==> config.mk <==
export PLATFORM = sky130hd
export DESIGN_NAME = mcuPortUnit
export DESIGN_NICKNAME = d
export VERILOG_FILES = /design/src/rtl/mcuPortPkg.sv /design/src/rtl/portCtrl.sv /design/src/rtl/portData.sv /design/src/rtl/mcuPortUnit.sv
export SDC_FILE = /design/constraint.sdc
export NUM_CORES = 1
export LEC_CHECK = 0
export ABC_AREA = 1
export BUFFER_PORTS_ARGS = -buffer_cell sky130_fd_sc_hd__buf_4
export CAP_MARGIN = 20
export CORE_ASPECT_RATIO = 2
export CORE_MARGIN = 3
export CORE_UTILIZATION = 44
export DETAILED_ROUTE_END_ITERATION = 16
export PLACE_DENSITY = 0.9
export REMOVE_ABC_BUFFERS = 1
export SLEW_MARGIN = 40
export SYNTH_ARGS = -nofsm -noshare
export SYNTH_HDL_FRONTEND = slang
export SYNTH_SLANG_ARGS = --single-unit
==> constraint.sdc <==
create_clock -name clk -period 1.7 [get_ports clk]
set_clock_uncertainty 0.2 [all_clocks]
set_input_delay 0.34 -clock clk [delete_from_list [all_inputs] [get_ports clk]]
set_output_delay 0.34 -clock clk [all_outputs]
set_load 0.01 [all_outputs]
==> src/rtl/mcuPortPkg.sv <==
package mcuPortPkg;
  localparam int R_PORTS   = 8;
  localparam int R_W       = 4;
  localparam int D_LINES   = 16;
  localparam int R_SEL_W   = $clog2(R_PORTS);
  localparam int D_SEL_W   = $clog2(D_LINES);
  localparam int ERR_IDX_W = (R_SEL_W > D_SEL_W) ? R_SEL_W : D_SEL_W;

  typedef enum logic [1:0] {
    VAR_SMALL = 2'd0,
    VAR_MID   = 2'd1,
    VAR_LARGE = 2'd2
  } chipVariantT;

  // Strobes and selects from control to datapath
  typedef struct packed {
    logic               rLoad;
    logic [R_SEL_W-1:0] rWrSel;
    logic [R_SEL_W-1:0] rRdSel;
    logic               dLoad;
    logic [D_SEL_W-1:0] dWrSel;
    logic [D_SEL_W-1:0] dRdSel;
    logic               dRdLatchOnly;
  } portStrobeT;

  function automatic logic rWriteOk(chipVariantT v, logic [R_SEL_W-1:0] idx);
    case (v)
      VAR_SMALL: rWriteOk = (idx >= R_SEL_W'(1)) && (idx <= R_SEL_W'(3));
      VAR_MID:   rWriteOk = (idx <= R_SEL_W'(5));
      default:   rWriteOk = (idx != R_SEL_W'(7));
    endcase
  endfunction

  function automatic logic rReadBad(chipVariantT v, logic [R_SEL_W-1:0] idx);
    case (v)
      VAR_SMALL: rReadBad = (idx >= R_SEL_W'(2));
      default:   rReadBad = (idx >= R_SEL_W'(6));
    endcase
  endfunction

  function automatic logic dOutputOnly(chipVariantT v, logic [D_SEL_W-1:0] idx);
    dOutputOnly = (v == VAR_SMALL) && (idx >= D_SEL_W'(4));
  endfunction
endpackage

==> src/rtl/portCtrl.sv <==
module portCtrl
  import mcuPortPkg::*;
#(
  parameter chipVariantT VARIANT  = VAR_SMALL,
  parameter int          IDX_IN_W = 8
) (
  input  logic                 clk,
  input  logic                 rst,
  input  logic                 rWrEn,
  input  logic [IDX_IN_W-1:0]  rWrIdx,
  input  logic                 rRdEn,
  input  logic [IDX_IN_W-1:0]  rRdIdx,
  input  logic                 dWrEn,
  input  logic [IDX_IN_W-1:0]  dWrIdx,
  input  logic                 dRdEn,
  input  logic [IDX_IN_W-1:0]  dRdIdx,
  output portStrobeT           stb,
  output logic                 accErr,
  output logic [ERR_IDX_W-1:0] accErrIdx,
  output logic                 accErrWrite,
  output logic                 accErrOnD
);
  logic [R_SEL_W-1:0] rWrSel, rRdSel;
  logic [D_SEL_W-1:0] dWrSel, dRdSel;
  logic wrBad, rdBad, dBad;
  logic errNext, errWrNext, errOnDNext;
  logic [ERR_IDX_W-1:0] errIdxNext;
  logic unusedIdxBits;

  // Index truncation onto the defined ports
  assign rWrSel = rWrIdx[R_SEL_W-1:0];
  assign rRdSel = rRdIdx[R_SEL_W-1:0];
  assign dWrSel = dWrIdx[D_SEL_W-1:0];
  assign dRdSel = dRdIdx[D_SEL_W-1:0];
  assign unusedIdxBits = ^{rWrIdx[IDX_IN_W-1:R_SEL_W], rRdIdx[IDX_IN_W-1:R_SEL_W],
                           dWrIdx[IDX_IN_W-1:D_SEL_W], dRdIdx[IDX_IN_W-1:D_SEL_W]};

  assign wrBad = rWrEn && !rWriteOk(VARIANT, rWrSel);
  assign rdBad = rRdEn && rReadBad(VARIANT, rRdSel);
  assign dBad  = dRdEn && dOutputOnly(VARIANT, dRdSel);

  always_comb begin
    stb.rLoad        = rWrEn && !wrBad;
    stb.rWrSel       = rWrSel;
    stb.rRdSel       = rRdSel;
    stb.dLoad        = dWrEn;
    stb.dWrSel       = dWrSel;
    stb.dRdSel       = dRdSel;
    stb.dRdLatchOnly = dOutputOnly(VARIANT, dRdSel);
  end

  // Error source priority: nibble write, nibble read, line read
  always_comb begin
    errNext    = wrBad || rdBad || dBad;
    errWrNext  = wrBad;
    errOnDNext = !wrBad && !rdBad && dBad;
    if (wrBad)      errIdxNext = ERR_IDX_W'(rWrSel);
    else if (rdBad) errIdxNext = ERR_IDX_W'(rRdSel);
    else if (dBad)  errIdxNext = ERR_IDX_W'(dRdSel);
    else            errIdxNext = '0;
  end

  always_ff @(posedge clk) begin
    if (rst) begin
      accErr      <= 1'b0;
      accErrIdx   <= '0;
      accErrWrite <= 1'b0;
      accErrOnD   <= 1'b0;
    end else begin
      accErr      <= errNext;
      accErrIdx   <= errIdxNext;
      accErrWrite <= errWrNext;
      accErrOnD   <= errOnDNext;
    end
  end
endmodule

==> src/rtl/portData.sv <==
module portData
  import mcuPortPkg::*;
#(
  parameter bit IS_CMOS = 1'b1,
  parameter int WDATA_W = 8
) (
  input  logic                   clk,
  input  logic                   rst,
  input  portStrobeT             stb,
  input  logic [WDATA_W-1:0]     rWrData,
  input  logic                   dWrVal,
  input  logic [R_PORTS*R_W-1:0] rPinIn,
  input  logic [R_PORTS-1:0]     rPinDriven,
  input  logic [D_LINES-1:0]     dPinIn,
  output logic [R_PORTS*R_W-1:0] rPinOut,
  output logic [D_LINES-1:0]     dPinOut,
  output logic [R_W-1:0]         rRdData,
  output logic                   dRdBit
);
  logic [R_W-1:0]     rLatch  [R_PORTS];
  logic [R_W-1:0]     rMerged [R_PORTS];
  logic [D_LINES-1:0] dLatch, dMerged;
  logic               unusedDataBits;

  assign unusedDataBits = ^rWrData[WDATA_W-1:R_W];

  for (genvar p = 0; p < R_PORTS; p++) begin : gNibble
    logic [R_W-1:0] effIn;
    always_ff @(posedge clk) begin
      if (rst) rLatch[p] <= '1;
      else if (stb.rLoad && stb.rWrSel == R_SEL_W'(p)) rLatch[p] <= rWrData[R_W-1:0];
    end
    assign effIn = rPinDriven[p] ? rPinIn[p*R_W +: R_W] : '1;
    if (IS_CMOS) begin : gAnd
      assign rMerged[p] = effIn & rLatch[p];
    end else begin : gOr
      assign rMerged[p] = effIn | rLatch[p];
    end
    assign rPinOut[p*R_W +: R_W] = rLatch[p];
  end

  always_ff @(posedge clk) begin
    if (rst) dLatch <= '1;
    else if (stb.dLoad) dLatch[stb.dWrSel] <= dWrVal;
  end

  if (IS_CMOS) begin : gDAnd
    assign dMerged = dPinIn & dLatch;
  end else begin : gDOr
    assign dMerged = dPinIn | dLatch;
  end

  assign dPinOut = dLatch;
  assign rRdData = rMerged[stb.rRdSel];
  assign dRdBit  = stb.dRdLatchOnly ? dLatch[stb.dRdSel] : dMerged[stb.dRdSel];
endmodule

==> src/rtl/mcuPortUnit.sv <==
module mcuPortUnit
  import mcuPortPkg::*;
#(
  parameter bit          IS_CMOS  = 1'b1,
  parameter chipVariantT VARIANT  = VAR_SMALL,
  parameter int          IDX_IN_W = 8,
  parameter int          WDATA_W  = 8
) (
  input  logic                   clk,
  input  logic                   rst,
  input  logic                   rWrEn,
  input  logic [IDX_IN_W-1:0]    rWrIdx,
  input  logic [WDATA_W-1:0]     rWrData,
  input  logic                   rRdEn,
  input  logic [IDX_IN_W-1:0]    rRdIdx,
  output logic [R_W-1:0]         rRdData,
  input  logic                   dWrEn,
  input  logic [IDX_IN_W-1:0]    dWrIdx,
  input  logic                   dWrVal,
  input  logic                   dRdEn,
  input  logic [IDX_IN_W-1:0]    dRdIdx,
  output logic                   dRdBit,
  input  logic [R_PORTS*R_W-1:0] rPinIn,
  input  logic [R_PORTS-1:0]     rPinDriven,
  input  logic [D_LINES-1:0]     dPinIn,
  output logic [R_PORTS*R_W-1:0] rPinOut,
  output logic [D_LINES-1:0]     dPinOut,
  output logic                   accErr,
  output logic [ERR_IDX_W-1:0]   accErrIdx,
  output logic                   accErrWrite,
  output logic                   accErrOnD
);
  portStrobeT stb;

  portCtrl #(.VARIANT(VARIANT), .IDX_IN_W(IDX_IN_W)) uCtrl (
    .clk(clk), .rst(rst),
    .rWrEn(rWrEn), .rWrIdx(rWrIdx), .rRdEn(rRdEn), .rRdIdx(rRdIdx),
    .dWrEn(dWrEn), .dWrIdx(dWrIdx), .dRdEn(dRdEn), .dRdIdx(dRdIdx),
    .stb(stb), .accErr(accErr), .accErrIdx(accErrIdx),
    .accErrWrite(accErrWrite), .accErrOnD(accErrOnD)
  );

  portData #(.IS_CMOS(IS_CMOS), .WDATA_W(WDATA_W)) uData (
    .clk(clk), .rst(rst), .stb(stb), .rWrData(rWrData), .dWrVal(dWrVal),
    .rPinIn(rPinIn), .rPinDriven(rPinDriven), .dPinIn(dPinIn),
    .rPinOut(rPinOut), .dPinOut(dPinOut), .rRdData(rRdData), .dRdBit(dRdBit)
  );
endmodule

==> Yosys cells after proc, flatten, opt, wreduce, memory -nomap -nowiden <==
Memory sizes are Yosys's and may differ from the RTL's.
Index checks and enable logic that the tools add are counted.
{ "word_totals": {"inputBits": 103, "ff_bits": 23, "mem_bits_rw": 32, "mem_count": 1, "wordCells": 120} }
{ "classes": {"muxes": 56, "n_bitwise": 19, "magnitude_cmp": 8, "n_eq_ne": 7, "n_reduce_logical": 23} }
{ "mem_list": {"columns": ["name", "words", "word_bits", "rd", "rd_clocked_by_memory_dff", "wr", "line_no", "rtl"], "rows": [
  ["uData.rLatch", 8, 4, 8, 0, 8, "portData.sv:20", "logic [R_W-1:0] rLatch [R_PORTS];"]
]} }
{ "ops": {"columns": ["op", "count"], "rows": [
  ["4-bit 2-to-1 mux", 18],
  ["4-bit AND", 8],
  ["1-bit 2-to-1 mux", 30],
  ["16-bit AND", 1],
  ["16-bit bitwise mux", 1],
  ["1-bit logical AND", 16],
  ["4-bit binary-select mux with 3-bit select", 1],
  ["3-bit equality test (second input constant)", 4],
  ["4-bit by 5-bit < comparator with 1-bit output (second input constant)", 2],
  ["3-bit 2-to-1 mux", 3],
  ["1-bit binary-select mux with 4-bit select", 2],
  ["1-bit bitwise OR", 8],
  ["3-bit by 2-bit equality test with 1-bit output (second input constant)", 2],
  ["1-bit demux with 4-bit select", 1],
  ["4-bit by 1-bit >= comparator with 1-bit output (second input constant)", 1],
  ["4-bit by 3-bit >= comparator with 1-bit output (second input constant)", 1],
  ["4-bit >= comparator (second input constant)", 1],
  ["3-bit NOT with 4-bit output", 1],
  ["4-bit OR reduction", 1],
  ["3-bit by 1-bit equality test with 1-bit output (second input constant)", 1],
  ["3-bit by 1-bit >= comparator with 1-bit output (second input constant)", 1],
  ["3-bit by 2-bit >= comparator with 1-bit output (second input constant)", 1],
  ["3-bit by 2-bit less-or-equal comparator with 1-bit output (second input constant)", 1],
  ["1-bit zero test", 3],
  ["other kinds (3)", 4]
]} }

==> Logic depth before layout (Yosys ltp) <==
{ "depth": {"depth_word": 11, "ltp_mapped": 9, "depth_no_buf": 8} }

==> By module <==
Synthesis repeated with hierarchy kept, for this count alone.
{ "unflattened": {"cells_unflattened": 407, "hier_area_um2": 3174.3} }
{ "modules_own_cells": {"columns": ["mod", "seq_area_each_um2", "area_per_inst_um2", "n_inst", "cells_each"], "rows": [
  ["portData", 1281.2, 2713.9, 1, 344],
  ["portCtrl", 140.1, 460.4, 1, 63]
]} }

==> Worst setup path after synthesis <==
No wires, ideal clock.
{ "synth_timing": {"path_kind": "in2out", "start": "input port rRdIdx[0]", "end": "output port rRdData[2]", "arrival_time_ns": 1.040, "cell_stages": 9, "required_ns": 1.160, "setup_slack_ns": 0.120, "n_path_buf": 2, "path_cell_list": "buf_4 > inv_4 > buf_4 > nand3_1 > nand2_1 > nand2_1 > nand2_1 > inv_1 > nand2_1"} }
{ "synth_via": {"elab_chain_len": 4} }
{ "synth_lines": {"columns": ["item", "line_no", "rtl"], "rows": [
  ["start, declared", "mcuPortUnit.sv:15", "input logic [IDX_IN_W-1:0] rRdIdx,"],
  ["3-bit NOT with 4-bit output (not written as such)", "portData.sv:54", "assign rRdData = rMerged[stb.rRdSel];"],
  ["4-bit binary-select mux with 3-bit select", "portData.sv:54", null],
  ["4-bit 2-to-1 mux (not written as such) (2 in series)", "portData.sv:54", null],
  ["end, declared", "mcuPortUnit.sv:16", "output logic [R_W-1:0] rRdData,"]
]} }
No other way between the ends. The select of a mux whose other input is x is not followed.

==> qor.yml <==
cts_tree: "yes"
final_common_cell: "buf_4"
yosys.cell_types.count: 23
yosysWarnings: 0
power_density_nw_per_um2: 743.6
rrSetupSlack_ns: 0.59
final_util: 0.6841
drtIter0Drc: 190
hold_start: "rWrData[0]"
dp_cells: 609
setup_ws_ns: -0.06676
avgSynthCellArea_sq_um: 7.530
finalSetupViolations: 5
max_freq_ghz: 0.5660
ys_seq_elements: 55
initial_core_util: 0.4535
layout-drive-gt1-share: 0.3498
antenna_found_initial: 0
die_x_um: 63.03
finalWirelength_mm: 9.026
fin_nets: 648
reg2reg_from: "uData.dPinOut[0]$_SDFFE_PP1P_"
slew_viol_final: 0
grt.overflow.total: 0
cp-startpoint: "uData.rLatch[0][11]$_SDFFCE_PN1P_"
start_kind: "flip-flop"
crit_required_ns: 1.16
violations: "negative setup slack"
rows: 41
end_kind: "output port"
grt_pass1_vias: 3154
port_buffers: 128
firstDrtPassIters: 4
p_leak_nw: 2.178
synth_ff_type: "edfxtp_1"
irDropWorstVdd_v: 0.0006679
grt_first_pass_wirelength_mm: 14.00
diodes: 0
hold_viol: 0
cts-root-buf: "clkbuf_16"
mostFrequentLayoutCells: "buf_4 (148), nand2_1 (105), nand3_1 (71)"
cts_buffers: 5
postSynth.asyncResetShare: 0
dieArea_sq_um: 7566
clock_latency_ns: 0.29
clk_pin_slew_ns: 0.07
synth-seq-area-share: 0.4967
n_fill_cell: 526
dpl.hpwl_mm: 6.954
synth_area_leader_cell: "edfxtp_1"
cts_buffer_depth: 2
netlist_instances: 380
path_class: "flip-flop to output port"
drc: 0
crit_fanout: 2
num_io_pins: 163
period_share: 1.039
cts_hold_buffers: 0
dr_total_vias: 3179
yosys-top-cells-area: "edfxtp_1 (34%), dfxtp_1 (16%), nand2_1 (14%)"
grt_use_total: 0.2338
syn_to_final_growth_pct: 50.85
routedWlPerCell_um: 14.28
drv_cap: 0
arrival_ns: 1.23
vias_per_cell: 5.030
finalNonFillerCells: 632
grt_max_degree: 18
cts.sinks: 55
rsz0062_at_grt: "true"
synth-edff-count: 32
gp_congestion: 0.8970
die_height_um: 120.0
synth.top_cell.area_share: 0.3358
htreeDepth: 2
status: "finished, violations left"
coreArea_sq_um: 6310
postRouteAntennaNets: 0
finalCriticalPeriod_ns: 1.767
netlist_area_sq_um: 2861
hp-class: "input port to flip-flop"
[metrics by stage]
step	hold slack, ns	setup TNS [ns]	worst slack [ns]	power (W)	cell area (sq um)
floorplan	0.2024	0	0.2920	0.001805	2856
global placement	0.2891	-0.02069	-0.02069	0.002183	4000
global route	0.1525	-0.6184	-0.1395	0.003357	4317
detailed placement	0.2954	-0.03444	-0.02995	0.002202	4000
finish	0.1592	-0.2437	-0.06676	0.003210	4317
CTS	0.1487	-0.1539	-0.04110	0.003206	4237
[routing by layer]
layer  up-vias  part of all wire  wire length, um  track usage
li1       1541                 -                -            -
met1      1446              0.32             2907       0.2057
met2       157              0.56             5073       0.4560
met3        35             0.075              681      0.04963
met4         0             0.040              365       0.1494
met5         -                 0                0            0
[cells by family after synthesis]
kind of cell | synth area share
simple gates | 0.3288
compound gates | 0.06297
buf+inv | 0.1102
other cells | 0.001311
flops | 0.4967
[report_power, final]
group / switching (W) / internal (W) / total [W]
Combinational: 0.000355 / 0.000340 / 0.000695
Sequential: 0.0000435 / 0.00149 / 0.00154
Clock: 0.000434 / 0.000544 / 0.000978
[synthesized netlist by cell type (2+ instances only)]
cell type,instances
nand3_1,74
nor2_4,3
inv_1,60
edfxtp_1,32
inv_2,2
o21ai_0,20
dfxtp_1,23
clkbuf_1,6
nand4_1,7
buf_4,2
a21oi_1,13
nand2_1,108
nor2_1,16
buf_2,5
[registers in the layout, indices dropped and copies added, names as in the netlist]
| signal | count |
|---|---|
| uCtrl.accErrIdx | 4 |
| uCtrl.accErr | 1 |
| uData.dPinOut | 16 |
| uCtrl.accErrOnD | 1 |
| uCtrl.accErrWrite | 1 |
| uData.rLatch | 32 |
[final cells by class]
| type | instances | area, sq um | share of cell area |
|---|---|---|---|
| Sequential cell | 55 | 1440 | 0.3336 |
| Multi-Input combinational cell | 267 | 1219 | 0.2823 |
| Timing Repair Buffer | 153 | 1167 | 0.2704 |
| Inverter | 63 | 241.5 | 0.05594 |
| Clock buffer | 6 | 128.9 | 0.02986 |
| Tap cell | 86 | 107.6 | 0.02493 |
| Clock inverter | 2 | 12.51 | 0.002899 |
[path summary, 6_finish.rpt]
check / to / cells past startpoint
worst min register to register: uData.dPinOut[9]$_SDFFE_PP1P_ / 2
worst max-delay path: rRdData[3] / 7
worst min-delay path: uData.rLatch[0][8]$_SDFFCE_PN1P_ / 3
worst max register to register: uData.dPinOut[0]$_SDFFE_PP1P_ / 4
[critical path, stage by stage, from the launching register on]
cell and delay (ns):
edfxtp_1 0.43, nand3_1 0.11, nand2_1 0.07, nand2_1 0.06, nand2_1 0.05, inv_1 0.05
nand2_1 0.06, buf_6 0.12
[repair_timing]
| item | 4_1_cts | 5_1_grt |
|---|---|---|
| gates resized for setup | 16 | 12 |
| setup buffers | 9 | 6 |
| setup endpoints to repair | 5 | 5 |
| pin swaps | 15 | 10 |
Power figures use the tool's default switching activity.
